`config.mk`:
```
export PLATFORM = sky130hd
export DESIGN_NAME = yuv422_unpack
export DESIGN_NICKNAME = d
export VERILOG_FILES = /design/src/rtl/yuv422_pkg.sv /design/src/rtl/yuv422_lane_sel.sv /design/src/rtl/yuv422_line_ctr.sv /design/src/rtl/yuv422_unpack.sv
export SDC_FILE = /design/constraint.sdc
export NUM_CORES = 1
export LEC_CHECK = 0
export ABC_AREA = 1
export CELL_PAD_IN_SITES_DETAIL_PLACEMENT = 1
export CELL_PAD_IN_SITES_GLOBAL_PLACEMENT = 1
export CORE_UTILIZATION = 40
export DETAILED_ROUTE_END_ITERATION = 16
export DONT_BUFFER_PORTS = 1
export PLACE_DENSITY = 0.69
export SLEW_MARGIN = 20
export SYNTH_ARGS = -nofsm -noshare
export SYNTH_HDL_FRONTEND = slang
export SYNTH_SLANG_ARGS = --single-unit
```
`constraint.sdc`:
```
create_clock -name clk -period 4.35 [get_ports clk]
set_input_delay 0.6525 -clock clk [delete_from_list [all_inputs] [get_ports clk]]
set_output_delay 0.6525 -clock clk [all_outputs]
set_load 0.03 [all_outputs]
```
`src/rtl/yuv422_pkg.sv`:
```
package yuv422_pkg;
    localparam int unsigned COMP_W  = 8;
    localparam int unsigned LANES   = 4;
    localparam int unsigned WORD_W  = COMP_W * LANES;

    typedef struct packed {
        logic              out_valid;
        logic [COMP_W-1:0] y;
        logic [COMP_W-1:0] u;
        logic [COMP_W-1:0] v;
        logic              eol;
        logic              pend;
        logic [COMP_W-1:0] pend_y;
        logic              pend_last;
    } unpack_state_t;
endpackage

```
`src/rtl/yuv422_lane_sel.sv`:
```
module yuv422_lane_sel
    import yuv422_pkg::*;
(
    input  logic [WORD_W-1:0] word,
    input  logic [1:0]        seq,
    output logic [COMP_W-1:0] y0,
    output logic [COMP_W-1:0] y1,
    output logic [COMP_W-1:0] u,
    output logic [COMP_W-1:0] v
);
    logic [COMP_W-1:0] lane [LANES];
    logic [COMP_W-1:0] c_lo, c_hi;

    for (genvar i = 0; i < LANES; i++) begin : g_lane
        assign lane[i] = word[i*COMP_W +: COMP_W];
    end

    always_comb begin
        // seq[0]: luma in even lanes; seq[1]: higher chroma lane is V
        if (seq[0]) begin
            y0   = lane[0];
            y1   = lane[2];
            c_lo = lane[1];
            c_hi = lane[3];
        end else begin
            y0   = lane[1];
            y1   = lane[3];
            c_lo = lane[0];
            c_hi = lane[2];
        end
        u = seq[1] ? c_lo : c_hi;
        v = seq[1] ? c_hi : c_lo;
    end
endmodule

```
`src/rtl/yuv422_line_ctr.sv`:
```
module yuv422_line_ctr #(
    parameter int unsigned LINE_W = 16
) (
    input  logic              clk,
    input  logic              rst_n,
    input  logic              clear,
    input  logic              advance,
    input  logic [LINE_W-1:0] line_bits,
    output logic              last
);
    localparam int unsigned SHIFT = $clog2(yuv422_pkg::WORD_W);
    localparam int unsigned CNT_W = LINE_W - SHIFT;

    logic [CNT_W-1:0] cnt_d, cnt_q;
    logic [CNT_W-1:0] limit;
    logic [CNT_W:0]   next_cnt;

    assign limit    = line_bits[LINE_W-1:SHIFT];
    assign next_cnt = {1'b0, cnt_q} + 1'b1;
    assign last     = next_cnt >= {1'b0, limit};

    always_comb begin
        cnt_d = cnt_q;
        if (clear)
            cnt_d = '0;
        else if (advance)
            cnt_d = last ? '0 : next_cnt[CNT_W-1:0];
    end

    always_ff @(posedge clk or negedge rst_n) begin
        if (!rst_n) cnt_q <= '0;
        else        cnt_q <= cnt_d;
    end


    wrap_to_start_chk: assert property (@(posedge clk) disable iff (!rst_n)
        (!clear && advance && last) |=> (cnt_q == '0));
endmodule

```
`src/rtl/yuv422_unpack.sv`:
```
module yuv422_unpack
    import yuv422_pkg::*;
#(
    parameter int unsigned LINE_W = 16
) (
    input  logic              clk,
    input  logic              rst_n,
    input  logic              cfg_en,
    input  logic [1:0]        cfg_seq,
    input  logic [LINE_W-1:0] cfg_line_bits,
    input  logic              in_valid,
    input  logic [31:0]       in_data,
    output logic              in_ready,
    output logic              out_valid,
    output logic [7:0]        out_y,
    output logic [7:0]        out_u,
    output logic [7:0]        out_v,
    output logic              out_eol
);
    unpack_state_t st_d, st_q;
    logic [COMP_W-1:0] w_y0, w_y1, w_u, w_v;
    logic              line_last;
    logic              fire;

    assign in_ready = cfg_en && !st_q.pend;
    assign fire     = in_valid && in_ready;

    yuv422_lane_sel u_lane_sel (
        .word (in_data),
        .seq  (cfg_seq),
        .y0   (w_y0),
        .y1   (w_y1),
        .u    (w_u),
        .v    (w_v)
    );

    yuv422_line_ctr #(.LINE_W(LINE_W)) u_line_ctr (
        .clk       (clk),
        .rst_n     (rst_n),
        .clear     (!cfg_en),
        .advance   (fire),
        .line_bits (cfg_line_bits),
        .last      (line_last)
    );

    always_comb begin
        st_d           = st_q;
        st_d.out_valid = 1'b0;
        st_d.eol       = 1'b0;
        if (!cfg_en) begin
            st_d = '0;
        end else if (st_q.pend) begin
            st_d.out_valid = 1'b1;
            st_d.y         = st_q.pend_y;
            st_d.eol       = st_q.pend_last;
            st_d.pend      = 1'b0;
        end else if (in_valid) begin
            st_d.out_valid = 1'b1;
            st_d.y         = w_y0;
            st_d.u         = w_u;
            st_d.v         = w_v;
            st_d.pend      = 1'b1;
            st_d.pend_y    = w_y1;
            st_d.pend_last = line_last;
        end
    end

    always_ff @(posedge clk or negedge rst_n) begin
        if (!rst_n) st_q <= '0;
        else        st_q <= st_d;
    end

    assign out_valid = st_q.out_valid;
    assign out_y     = st_q.y;
    assign out_u     = st_q.u;
    assign out_v     = st_q.v;
    assign out_eol   = st_q.eol;


    first_pixel_chk: assert property (@(posedge clk) disable iff (!rst_n)
        fire |=> (out_valid && !out_eol));


    hold_while_pending_chk: assert property (@(posedge clk) disable iff (!rst_n)
        fire |=> !in_ready);


    shared_chroma_chk: assert property (@(posedge clk) disable iff (!rst_n)
        (fire ##1 cfg_en) |=> (out_valid && $stable(out_u) && $stable(out_v)));


    eol_with_pixel_chk: assert property (@(posedge clk) disable iff (!rst_n)
        out_eol |-> out_valid);


    quiet_when_off_chk: assert property (@(posedge clk) disable iff (!rst_n)
        !cfg_en |=> !out_valid);
endmodule

```
# After elaboration in Yosys (flattened, before gate mapping)
# Cells that the tools add are included.
dict set report totals {
  out_inout_bits 27
  regBits 47
  word_cells 36
  ram_bits 0
  memories 0
  latch_bits 0
  rom_bits 0
  inputBits 54
}
dict set report op_classes {
  reduce_logical 4
  n_shift 0
  n_mul 0
  n_mux 17
  bitwise 0
  n_addsub 1
  magnitude_cmp 1
  eq_ne 4
  div 0
}
# op count
set ops {}
lappend ops {{$mux W8} 6}
lappend ops {{$mux W36} 1}
lappend ops {{$mux W11} 3}
lappend ops {{$mux W25} 1}
lappend ops {{$mux W9} 2}
lappend ops {{$mux W16} 1}
lappend ops {{$add A11 B1 Y12 const B} 1}
lappend ops {{$ge A12 B11 Y1} 1}
lappend ops {{$mux W10} 1}
lappend ops {{$ne A2 B1 Y1 const B} 2}
lappend ops {{$ne A3 B1 Y1 const B} 1}
lappend ops {{$logic_and A1 B1 Y1} 2}
lappend ops {{$mux W1} 2}
lappend ops {{$ne A2 B2 Y1 const B} 1}
lappend ops {{$reduce_and A2 Y1} 1}
lappend ops {{$logic_not A1 Y1} 1}

# Longest topological paths before layout
# Gate-level depths: netlist of the first run.
dict set report logic_depth {
  ltp_word 5
  depth_mapped 15
  ltp_nobuf 15
}

# By module
# A second synthesis of the first run with hierarchy kept.
dict set report hier_totals {
  cells_unflattened 532
  hier_area_um2 3523.4
}
# module area_each_um2 n_inst cells_each seq_area_each_um2
set by_module_without_submodules {}
lappend by_module_without_submodules {yuv422_unpack 1687.9 1 210 900.9}
lappend by_module_without_submodules {yuv422_line_ctr 1161.1 1 167 275.3}
lappend by_module_without_submodules {yuv422_lane_sel 674.4 1 155 0.0}

# Least setup slack after synthesis of the first run
# Ideal clock, no wire load.
dict set report synth_timing {
  path_type {flip-flop to flip-flop}
  from {register u_line_ctr.cnt_q[0]}
  to {register u_line_ctr.cnt_q[7]}
  t_arrival_ns 2.050
  n_path_buf 1
  slack_ns 2.236
  required_ns 4.285
  stages_incl_launch_ff 16
  synth_period_minus_slack_ns 2.114
  setup_time_ns 0.065
  path_cell_list {dfrtp_1 -> ha_1 -> nand2_1 -> nor2_2 -> nand3_1 -> xor2_1 -> inv_1 -> ha_1 -> a21oi_1 -> nor2_1 -> nor2_1 -> nand2_1 -> nor2_1 -> clkbuf_8 -> nand3_1 -> nand2_1}
}
dict set report synth_between {
  elab_chain_cells 5
}
# element line_no
set synth_rtl {}
lappend synth_rtl {{start: declaration} yuv422_line_ctr.sv:14} ;# logic [CNT_W-1:0] cnt_d, cnt_q;
lappend synth_rtl {{start signal: assignment} yuv422_line_ctr.sv:32} ;# else cnt_q <= cnt_d;
lappend synth_rtl {{$add A11 B1 Y12 *} yuv422_line_ctr.sv:19} ;# assign next_cnt = {1'b0, cnt_q} + 1'b1;
lappend synth_rtl {{$ge A12 B11 Y1} yuv422_line_ctr.sv:20} ;# assign last = next_cnt >= {1'b0, limit};
lappend synth_rtl {{$mux W11 *} yuv422_line_ctr.sv:27} ;# cnt_d = last ? '0 : next_cnt[CNT_W-1:0];
lappend synth_rtl {{$mux W11 *} yuv422_line_ctr.sv:26} ;# else if (advance)
lappend synth_rtl {{$mux W11 *} yuv422_line_ctr.sv:24} ;# if (clear)
# Mark *: on every way between the ends. The rest lies on a longest branch, timed or not. The select of a mux whose other input is x is not followed.
# A chain may end at the register's enable or synchronous reset.

# Final worst setup path of the first run
dict set report layout_timing {
  from {register u_line_ctr.cnt_q[0]}
  to {register st_q[0] (netlist bit)}
}
dict set report layout_between {
  elab_chain_cells 5
}
# element line_no
set layout_rtl {}
lappend layout_rtl {{$add A11 B1 Y12} yuv422_line_ctr.sv:19}
lappend layout_rtl {{$ge A12 B11 Y1} yuv422_line_ctr.sv:20}
lappend layout_rtl {{$mux W10} yuv422_unpack.sv:57} ;# end else if (in_valid) begin
lappend layout_rtl {{$mux W9} yuv422_unpack.sv:52} ;# end else if (st_q.pend) begin
lappend layout_rtl {{$mux W36} yuv422_unpack.sv:50} ;# if (!cfg_en) begin
lappend layout_rtl {{end signal: assignment} yuv422_unpack.sv:70} ;# else st_q <= st_d;
lappend layout_rtl {{end: declaration} yuv422_unpack.sv:20} ;# unpack_state_t st_d, st_q;
# No other way between the ends. The select of a mux whose other input is x is not followed.

==> metrics.yaml, run 1 <==
setup_path:
  worstPathMaxFanout: 12
  path_common_cell: "nand2_1"
  crit_buf_inv: 1
  crit_arrival_ns: 3.26
  slowest_stage: "nor2_1"
  startpoint_type: "flip-flop"
  crit_chain: "ha_1 > nand2_1 > nor2_2 > nand3_1 > xor2_1 > inv_1 > ha_1 > a21oi_1 > nor2_1 > nor2_1 > nand2_1 > nor2_1 > nand2_1 > nand2_1 > nand2_1"
  required_ns: 4.55
  critical_path_class: "flip-flop to flip-flop"
  endpoint_kind: "flip-flop"
  cp_top_family: "simple AND/OR/NAND/NOR gates"
  critPathMaxStageDelay_ns: 0.78
sta:
  worst_slack_ns: 1.29
  rsz0062_at_grt: "false"
  whs_ns: 0.0362
  finalHoldViolCount: 0
  fin_crit_sh_pct: 70.4
  fin_skew_ns: 0.0112
  relSlewSlack_pct: 31.3
  setup_viol: 0
  fmax_mhz: 326
  worst_pin_slew_ns: 1.03
  slew_violations: 0
  fin_crit_ns: 3.06
  timing.setup.tns_ns: 0
synthesis:
  synth_edf_count: 0
  ys_types: 32
  seq_area_frac_synth_pct: 37.3
  synthCells: 432
  synth_area_leader_cell: "dfrtp_1"
  yosys_warnings: 0
  synthTopCellsByArea: "dfrtp_1, nand2_1, o21ai_0"
  ys_seq_elements: 47
  synth.top_cell.area_share_pct: 37.3
  syn_area_mm2: 0.00315
  syn_area_per_cell_um2: 7.30
  syn_nets: 498
  async_reset_ff_share_pct: 100
  synth_ff_type: "dfrtp_1"
clock_tree:
  clock_latency_ns: 0.30
  clock-sinks: 47
  cts-resized-gates: 0
  cts_made_buffers: 5
  clk_root_buffer_cell: "clkbuf_8"
  cts_setup_buffers: 0
  cts.reportedPaths.clkPinSlew_ns: 0.09
  cts_buffer_depth: 2
  cts_tree: "built"
  ctsHoldBuffers: 0
  h-tree-depth: 2
detailed_routing:
  vias: 2589
  via_per_inst: 5.17
  routedWlPerCell_um: 15.7
  first_pass_iters: 4
  ant_nets: 0
  drt-initial-drc-count: 63
  wl_um: 7850
  drc: 0
placement:
  routabilityCongestion: 0.745
  post-place-ws_ns: 1.28
  dp_hpwl_um: 5840
  placement.io_buffers: 0
  place_inst: 493
final_layout:
  drive_gt1_share_pct: 6.52
  antennaDiodeCount: 0
  finalNonFillerCells: 501
  syn2layout_area_growth_pct: -1.39
  nets: 464
  num-fill-cells: 996
floorplanning:
  io-pin-count: 81
  core-area_mm2: 0.00769
  die-height_um: 90.8
  die_w_um: 90.8
  core.rowCount: 32
  die-area_mm2: 0.00824
  start_util_pct: 41.0
run_status:
  status: "completed"
flow_run:
  cap_viol_max_count: 0
global_route:
  antenna_found_initial: 0
  grt_pass1_wl_um: 12900
  grt_pass1_vias: 2641
  grtUsageTotal_pct: 19.9
  overflow: 0
  grt_max_degree: 58
pwr:
  power_density_mw_per_mm2: 316
  ir_drop_uv: 153
  power_mw: 0.982
  leakage_nw: 1.63
hold_path:
  hp-class: "input port to async pin"
[flip-flops by register name, summed over array words and instances (netlist names)]
register / flops
u_line_ctr.cnt_q: 11
st_q: 10
out_u: 8
out_v: 8
out_y: 8
out_eol: 1
out_valid: 1
[metrics by stage]
stage,util [%],cell area (µm²)
2_1_floorplan,-,3150
3_3_place_gp,38.9,2990
4_1_cts,40.4,3110
5_1_grt,40.4,3110
3_5_place_dp,38.9,2990
6_report,40.4,3110
[report_power, final]
part / switching [mW] / leakage [nW] / total (mW) / internal [mW]
sequential: 0.0681 / 0.623 / 0.535 / 0.467
clock: 0.150 / 0.0612 / 0.336 / 0.186
combinational: 0.0736 / 0.948 / 0.112 / 0.0382
[synthesized netlist by cell type (3+ instances only)]
library cell	count
a21oi_1	11
buf_2	7
a31oi_1	8
xor2_1	3
nand2_1	107
nor2_2	4
nand3_1	11
o21ai_0	63
nand4_1	3
clkbuf_1	4
buf_4	28
nor2_1	47
nand3_2	5
dfrtp_1	47
ha_1	12
inv_1	51
[metal layers]
metal	GRT usage, %	part of all wire, %
met1	23.0	41
met2	36.1	51
met3	5.39	6.6
met4	4.89	1.3
met5	0	0
[cells by family after synthesis]
kind of cell | Yosys count | synth area share (%)
simple gates | 186 | 26.2
buf+inv | 93 | 15.4
compound gates | 89 | 15.0
flops | 47 | 37.3
fa+ha+maj | 12 | 4.76
xor+xnor | 4 | 1.11
mux | 1 | 0.317
[worst paths after layout]
path	startpoint	depth (start not counted)	end	slack [ns]
worst max-delay path	u_line_ctr.cnt_q[0]$_DFFE_PN0P_	15	st_q[0]$_DFFE_PN0P_	1.29
worst min-delay path	rst_n	0	st_q[1]$_DFFE_PN0P_	0.04
worst max register to register	u_line_ctr.cnt_q[0]$_DFFE_PN0P_	15	st_q[0]$_DFFE_PN0P_	1.29
worst min register to register	st_q[2]$_DFFE_PN0P_	2	st_q[2]$_DFFE_PN0P_	0.49
max in group asynchronous	rst_n	0	out_u[0]$_DFFE_PN0P_	4.22
min in group clk	st_q[2]$_DFFE_PN0P_	2	st_q[2]$_DFFE_PN0P_	0.49
[final cells by class]
class                      instances  area [µm²]  share of cell area [%]
tap                              102         128                    4.10
sequential                        47        1180                    37.8
inverter                          52         195                    6.28
clock buffer                       6        82.6                    2.66
multi-input combinational        292        1490                    48.0
clock inverter                     2        35.0                    1.13
[cells in the final DEF (no fill, tap or decap), drive strengths merged]
cell type  count
dfrtp         47
xor2           3
a21oi         11
o21bai         2
nand3         16
a21o           2
nand4          3
bufinv         1
nor3           1
nand3b         1
o31ai          2
nor2          54
inv           52
mux2i          1
o21ai         64
clkinv         1
a31oi          8
ha            12
nand2        111
clkbuf         6
xnor2          1
Power figures use the tool's default switching activity.
==> run 2, diff against run 1 <==
- ABC_AREA: 1 -> 0
- clock period: 4.35 -> 2.6 ns (I/O delays scaled with it)
==> run 2 against run 1 <==
Synthesized cell count decreased by 22%. Critical path depth is 2 lower. Sequential power up 60%. Area after synthesis shrank 5.6%. Critical path type unchanged. Critical endpoint is now u_line_ctr.cnt_q[2]$_DFFE_PN0P_. Largest cell class unchanged.
==> metrics.yaml, run 2 <==
run_status:
  status: "completed"
floorplanning:
  die-height_um: 88.2
  die_w_um: 88.2
  core.rowCount: 31
  core-area_mm2: 0.00721
  io-pin-count: 81
  start_util_pct: 41.2
  die-area_mm2: 0.00779
detailed_routing:
  vias: 2230
  routedWlPerCell_um: 17.1
  via_per_inst: 5.20
  ant_nets: 0
  first_pass_iters: 4
  drt-initial-drc-count: 92
  wl_um: 7340
  drc: 0
sta:
  finalHoldViolCount: 0
  setup_viol: 0
  whs_ns: 0.205
  relSlewSlack_pct: 71.3
  slew_violations: 0
  worst_pin_slew_ns: 0.430
  fin_skew_ns: 0.00463
  timing.setup.tns_ns: 0
  fmax_mhz: 394
  rsz0062_at_grt: "true"
  fin_crit_ns: 2.54
  fin_crit_sh_pct: 97.5
setup_path:
  required_ns: 2.84
  critical_path_class: "flip-flop to flip-flop"
  r2r_end: "u_line_ctr.cnt_q[2]$_DFFE_PN0P_"
  ff2ff_setup_slack_ns: 0.06
  worstPathMaxFanout: 5
  r2r_cells: 13
  startpoint_type: "flip-flop"
  crit_arrival_ns: 2.78
  endpoint_kind: "flip-flop"
  reg2reg_from: "u_line_ctr.cnt_q[0]$_DFFE_PN0P_"
synthesis:
  synthCells: 339
  synthTopCellsByCount: "nand2_1, dfrtp_1, o21ai_0"
  synth_ff_type: "dfrtp_1"
  syn_area_mm2: 0.00298
  synth_area_leader_cell: "dfrtp_1"
  ys_types: 33
  ys_seq_elements: 47
  seq_area_frac_synth_pct: 39.5
  synth.top_cell.area_share_pct: 39.5
  synth_edf_count: 0
  yosys_warnings: 0
  yosys.cell_count.top_type: "nand2_1"
  synthTopCellsByArea: "dfrtp_1, mux2i_1, nand2_1"
  async_reset_ff_share_pct: 100
  syn_area_per_cell_um2: 8.78
  syn_nets: 405
clock_tree:
  clock-sinks: 47
  cts_buffer_depth: 2
  cts.reportedPaths.clkPinSlew_ns: 0.08
  cts_tree: "built"
  clk_root_buffer_cell: "clkbuf_8"
  cts_made_buffers: 5
  clock_latency_ns: 0.30
  h-tree-depth: 2
final_layout:
  syn2layout_area_growth_pct: 12.3
  largest_reg_flops: 11
  nets: 397
  drive_gt1_share_pct: 20.3
  regMostFlops: "u_line_ctr.cnt_q"
  final_cell_mix: "nand2_1, dfrtp_1, o21ai_0"
  antennaDiodeCount: 0
  reg_top3: "u_line_ctr.cnt_q (11), st_q (10)"
  layout_commonest_cell: "nand2_1"
  final_area_mm2: 0.00334
flow_run:
  cap_viol_max_count: 0
pwr:
  power_density_mw_per_mm2: 448
  ir_drop_uv: 204
  leakage_nw: 1.58
global_route:
  grt_pass1_vias: 2273
  antenna_found_initial: 0
  grt_max_degree: 48
  grtUsageTotal_pct: 19.2
  grt_pass1_wl_um: 11400
  overflow: 0
placement:
  routabilityCongestion: 0.753
  dp_hpwl_um: 5130
  placement.io_buffers: 0
  dpl_cell_area_mm2: 0.00296
hold_path:
  holdPathEnd: "out_valid$_DFF_PN0_"
  hp-class: "input port to flip-flop"
  min_path_cells: 1
  hp-start: "cfg_en"
run 2: worst max-delay path by stage:
stage | start | to | slack [ns]
final | u_line_ctr.cnt_q[0]$_DFFE_PN0P_ | u_line_ctr.cnt_q[2]$_DFFE_PN0P_ | 0.06
after global routing | u_line_ctr.cnt_q[1]$_DFFE_PN0P_ | u_line_ctr.cnt_q[2]$_DFFE_PN0P_ | -0.13
after CTS | u_line_ctr.cnt_q[0]$_DFFE_PN0P_ | u_line_ctr.cnt_q[5]$_DFFE_PN0P_ | 0.007
after detailed placement | u_line_ctr.cnt_q[0]$_DFFE_PN0P_ | u_line_ctr.cnt_q[8]$_DFFE_PN0P_ | -0.18
after global placement | u_line_ctr.cnt_q[0]$_DFFE_PN0P_ | u_line_ctr.cnt_q[5]$_DFFE_PN0P_ | -0.11
after floorplan | u_line_ctr.cnt_q[0]$_DFFE_PN0P_ | u_line_ctr.cnt_q[2]$_DFFE_PN0P_ | 0.16
run 2: area by class of cell:
type | count | area, µm²
Sequential cell | 47 | 1180
Inverter | 14 | 52.6
Tap cell | 99 | 124
Multi-Input combinational cell | 238 | 1690
Fill cell | 851 | 3870
Timing Repair Buffer | 25 | 225
Clock buffer | 6 | 72.6
run 2: cells by family (layout without fill, tap and decap cells):
group | Yosys count | in the layout | share of synthesized area, %
adder cells (fa/ha/maj) | 12 | 12 | 5.05
XOR/XNOR | 7 | 7 | 2.06
multiplexers | 32 | 32 | 11.1
AO/OA/AOI/OAI | 75 | 75 | 15.3
flip-flops | 47 | 47 | 39.5
AND/OR/NAND/NOR | 111 | 112 | 16.7
buffers and inverters | 55 | 45 | 10.3
run 2: timing repair:
item,4_1_cts,5_1_grt
gates resized for setup,7,35
cloned,1,0
endpoints found under the setup margin,12,12
setup buffers,2,7
hold buffers,2,0
hold endpoints to repair,47,0
pin swaps,3,18
run 2: through the flow:
stage / worst slack (ns) / std cells / total power, mW / utilization, %
after global routing: -0.127 / 429 / 1.57 / 46.3
after CTS: 0.00656 / 423 / 1.49 / 43.4
after floorplan: 0.164 / 339 / 1.06 / -
after detailed placement: -0.176 / 412 / 1.06 / 41.0
after global placement: -0.108 / 412 / 1.05 / 41.0
final: 0.0649 / 429 / 1.50 / 46.3
run 2: critical path, cell delays in order, from the launching register on:
cell and delay [ns]:
dfrtp_1 0.41, buf_6 0.13, nand3_4 0.09, nor2_4 0.15, nand3_2 0.10, xnor2_2 0.16
ha_1 0.34, a21oi_2 0.21, nor2_4 0.05, a2111oi_4 0.26, buf_4 0.21, nand3_4 0.12
a21oi_2 0.15, a21o_1 0.10
run 2: power breakdown:
group	internal, mW	switching (mW)
combinational	0.0995	0.125
clock	0.180	0.237
sequential	0.769	0.0867
total	1.05	0.448
run 2: per-layer routing:
| metal | GRT usage (%) | up-vias | share of wire (%) |
|---|---|---|---|
| met3 | 5.60 | 9 | 5.9 |
| met5 | 0 | - | 0 |
| li1 | - | 1109 | - |
| met4 | 3.81 | 0 | 0.91 |
| met1 | 27.2 | 1072 | 46 |
| met2 | 29.3 | 40 | 47 |
==> run 3, diff against run 2 <==
- CORE_MARGIN: unset -> 2
==> run 3 against run 2 <==
The flow now finishes with violations (negative setup slack). Worst hold slack gained 0.0065 ns. Sequential cell count is the same. Register-to-register slack lost 0.07 ns. First-iteration DRC count is the same. Clock-buffer cell count is the same. Cell count shrank 0.47%. Global-route usage shrank 1.0 points.
==> metrics.yaml, run 3 (synthesized netlist as in run 2, its figures left out) <==
global_route:
  overflow: 0
  grtUsageTotal_pct: 18.2
  antenna_found_initial: 0
  grt_max_degree: 48
  grt_pass1_wl_um: 11700
  grt_pass1_vias: 2338
final_layout:
  final_cell_mix: "nand2_1, dfrtp_1, o21ai_0"
  nets: 393
  antennaDiodeCount: 0
  drive_gt1_share_pct: 19.8
  largest_reg_flops: 11
  syn2layout_area_growth_pct: 10.7
  reg_top3: "u_line_ctr.cnt_q (11), st_q (10)"
  layout_commonest_cell: "nand2_1"
  regMostFlops: "u_line_ctr.cnt_q"
  num-fill-cells: 852
  final_area_mm2: 0.00329
  finalCoreUtilization_pct: 45.7
setup_path:
  reg2reg_from: "u_line_ctr.cnt_q[1]$_DFFE_PN0P_"
  startpoint_type: "flip-flop"
  endpoint_kind: "flip-flop"
  worstPathMaxFanout: 5
  critical_path_class: "flip-flop to flip-flop"
  crit_start: "u_line_ctr.cnt_q[1]$_DFFE_PN0P_"
  cp-endpoint: "u_line_ctr.cnt_q[5]$_DFFE_PN0P_"
  r2r_end: "u_line_ctr.cnt_q[5]$_DFFE_PN0P_"
  ff2ff_setup_slack_ns: -0.002
  r2r_cells: 12
  crit_arrival_ns: 2.85
  required_ns: 2.85
floorplanning:
  io-pin-count: 81
  core.rowCount: 31
  die-height_um: 90.2
  die_w_um: 90.2
  core-area_mm2: 0.00721
  start_util_pct: 41.2
  die-area_mm2: 0.00814
clock_tree:
  h-tree-depth: 2
  cts_buffer_depth: 2
  clk_root_buffer_cell: "clkbuf_8"
  clock-sinks: 47
  cts_tree: "built"
  cts.reportedPaths.clkPinSlew_ns: 0.09
  cts_made_buffers: 5
  clock_latency_ns: 0.30
sta:
  fin_skew_ns: 0.00753
  fin_crit_sh_pct: 100
  slew_violations: 0
  setup_viol: 1
  rsz0062_at_grt: "true"
  fin_crit_ns: 2.60
  fmax_mhz: 384
  relSlewSlack_pct: 66.4
  finalHoldViolCount: 0
  worst_pin_slew_ns: 0.500
  worst_slack_ns: -0.00186
  timing.setup.tns_ns: -0.00186
detailed_routing:
  first_pass_iters: 4
  routedWlPerCell_um: 17.7
  via_per_inst: 5.28
  wl_met2_um: 3530
  highest_layer: "met4"
  met3_length_um: 365
  drt-initial-drc-count: 92
  vias: 2254
  wl_um: 7550
  drc: 0
  ant_nets: 0
  wl_met1_um: 3570
placement:
  placement.io_buffers: 0
  routabilityCongestion: 0.793
  dp_hpwl_um: 5370
  dpl_cell_area_mm2: 0.00296
hold_path:
  hp-class: "input port to flip-flop"
run_status:
  status: "finished with violations"
  violations: "negative setup slack"
pwr:
  leakage_nw: 1.60
  ir_drop_uv: 217
  power_density_mw_per_mm2: 496
  power_mw: 1.64
flow_run:
  cap_viol_max_count: 0
## run 3: final cells by class
type / instances / area [µm²] / share of cell area (%)
multi-input cells: 238 / 1640 / 49.9
flip-flops and latches: 47 / 1180 / 35.7
repair buffers: 21 / 180 / 5.47
well taps: 99 / 124 / 3.76
clock buffers: 6 / 82.6 / 2.51
inverters: 14 / 52.6 / 1.60
clock inverters: 2 / 35.0 / 1.06
## run 3: critical path, stage by stage (launching register included)
cell	delay (ns)
dfrtp_1	0.36
ha_2	0.21
nand3_4	0.10
nor2_4	0.15
nand4_1	0.15
xnor2_2	0.18
ha_1	0.31
nand3_2	0.09
nor2_2	0.06
a2111oi_4	0.45
nand3_2	0.24
a21oi_2	0.16
a21o_1	0.09
## run 3: power breakdown
part	switching [mW]	leakage, nW	internal (mW)
registers	0.0860	0.631	0.769
clock network	0.253	0.0612	0.312
logic	0.122	0.906	0.0934
## run 3: layer usage
layer / vias to the layer above / global-route usage, %
li1: 1098 / -
met1: 1111 / 24.2
met2: 38 / 29.3
met3: 7 / 5.36
met4: 0 / 4.10
met5: - / 0
## run 3: what timing repair did
action / CTS / global route
endpoints found under the setup margin: 11 / 12
cloned: 1 / 0
hold buffers: 2 / 0
endpoints found under the hold margin: 47 / 0
pin swaps: 12 / 8
resized for setup: 20 / 10
setup buffers: 3 / 1
## run 3: how the worst min path moves through the flow
stage	startpoint	endpoint	cells past startpoint
floorplan	rst_n	out_eol$_DFF_PN0_	0
global route	cfg_en	out_valid$_DFF_PN0_	1
detailed placement	rst_n	u_line_ctr.cnt_q[7]$_DFFE_PN0P_	0
CTS	cfg_en	out_valid$_DFF_PN0_	1
global placement	rst_n	u_line_ctr.cnt_q[7]$_DFFE_PN0P_	0
finish	cfg_en	out_valid$_DFF_PN0_	1
## run 3: through the flow
stage / hold slack [ns] / cells / worst slack [ns]
finish: 0.211 / 427 / -0.00186
floorplan: 0.0944 / 339 / 0.164
CTS: 0.194 / 426 / 0.00223
global route: 0.189 / 427 / -0.141
detailed placement: 0.0958 / 412 / -0.130
global placement: 0.0958 / 412 / -0.0683
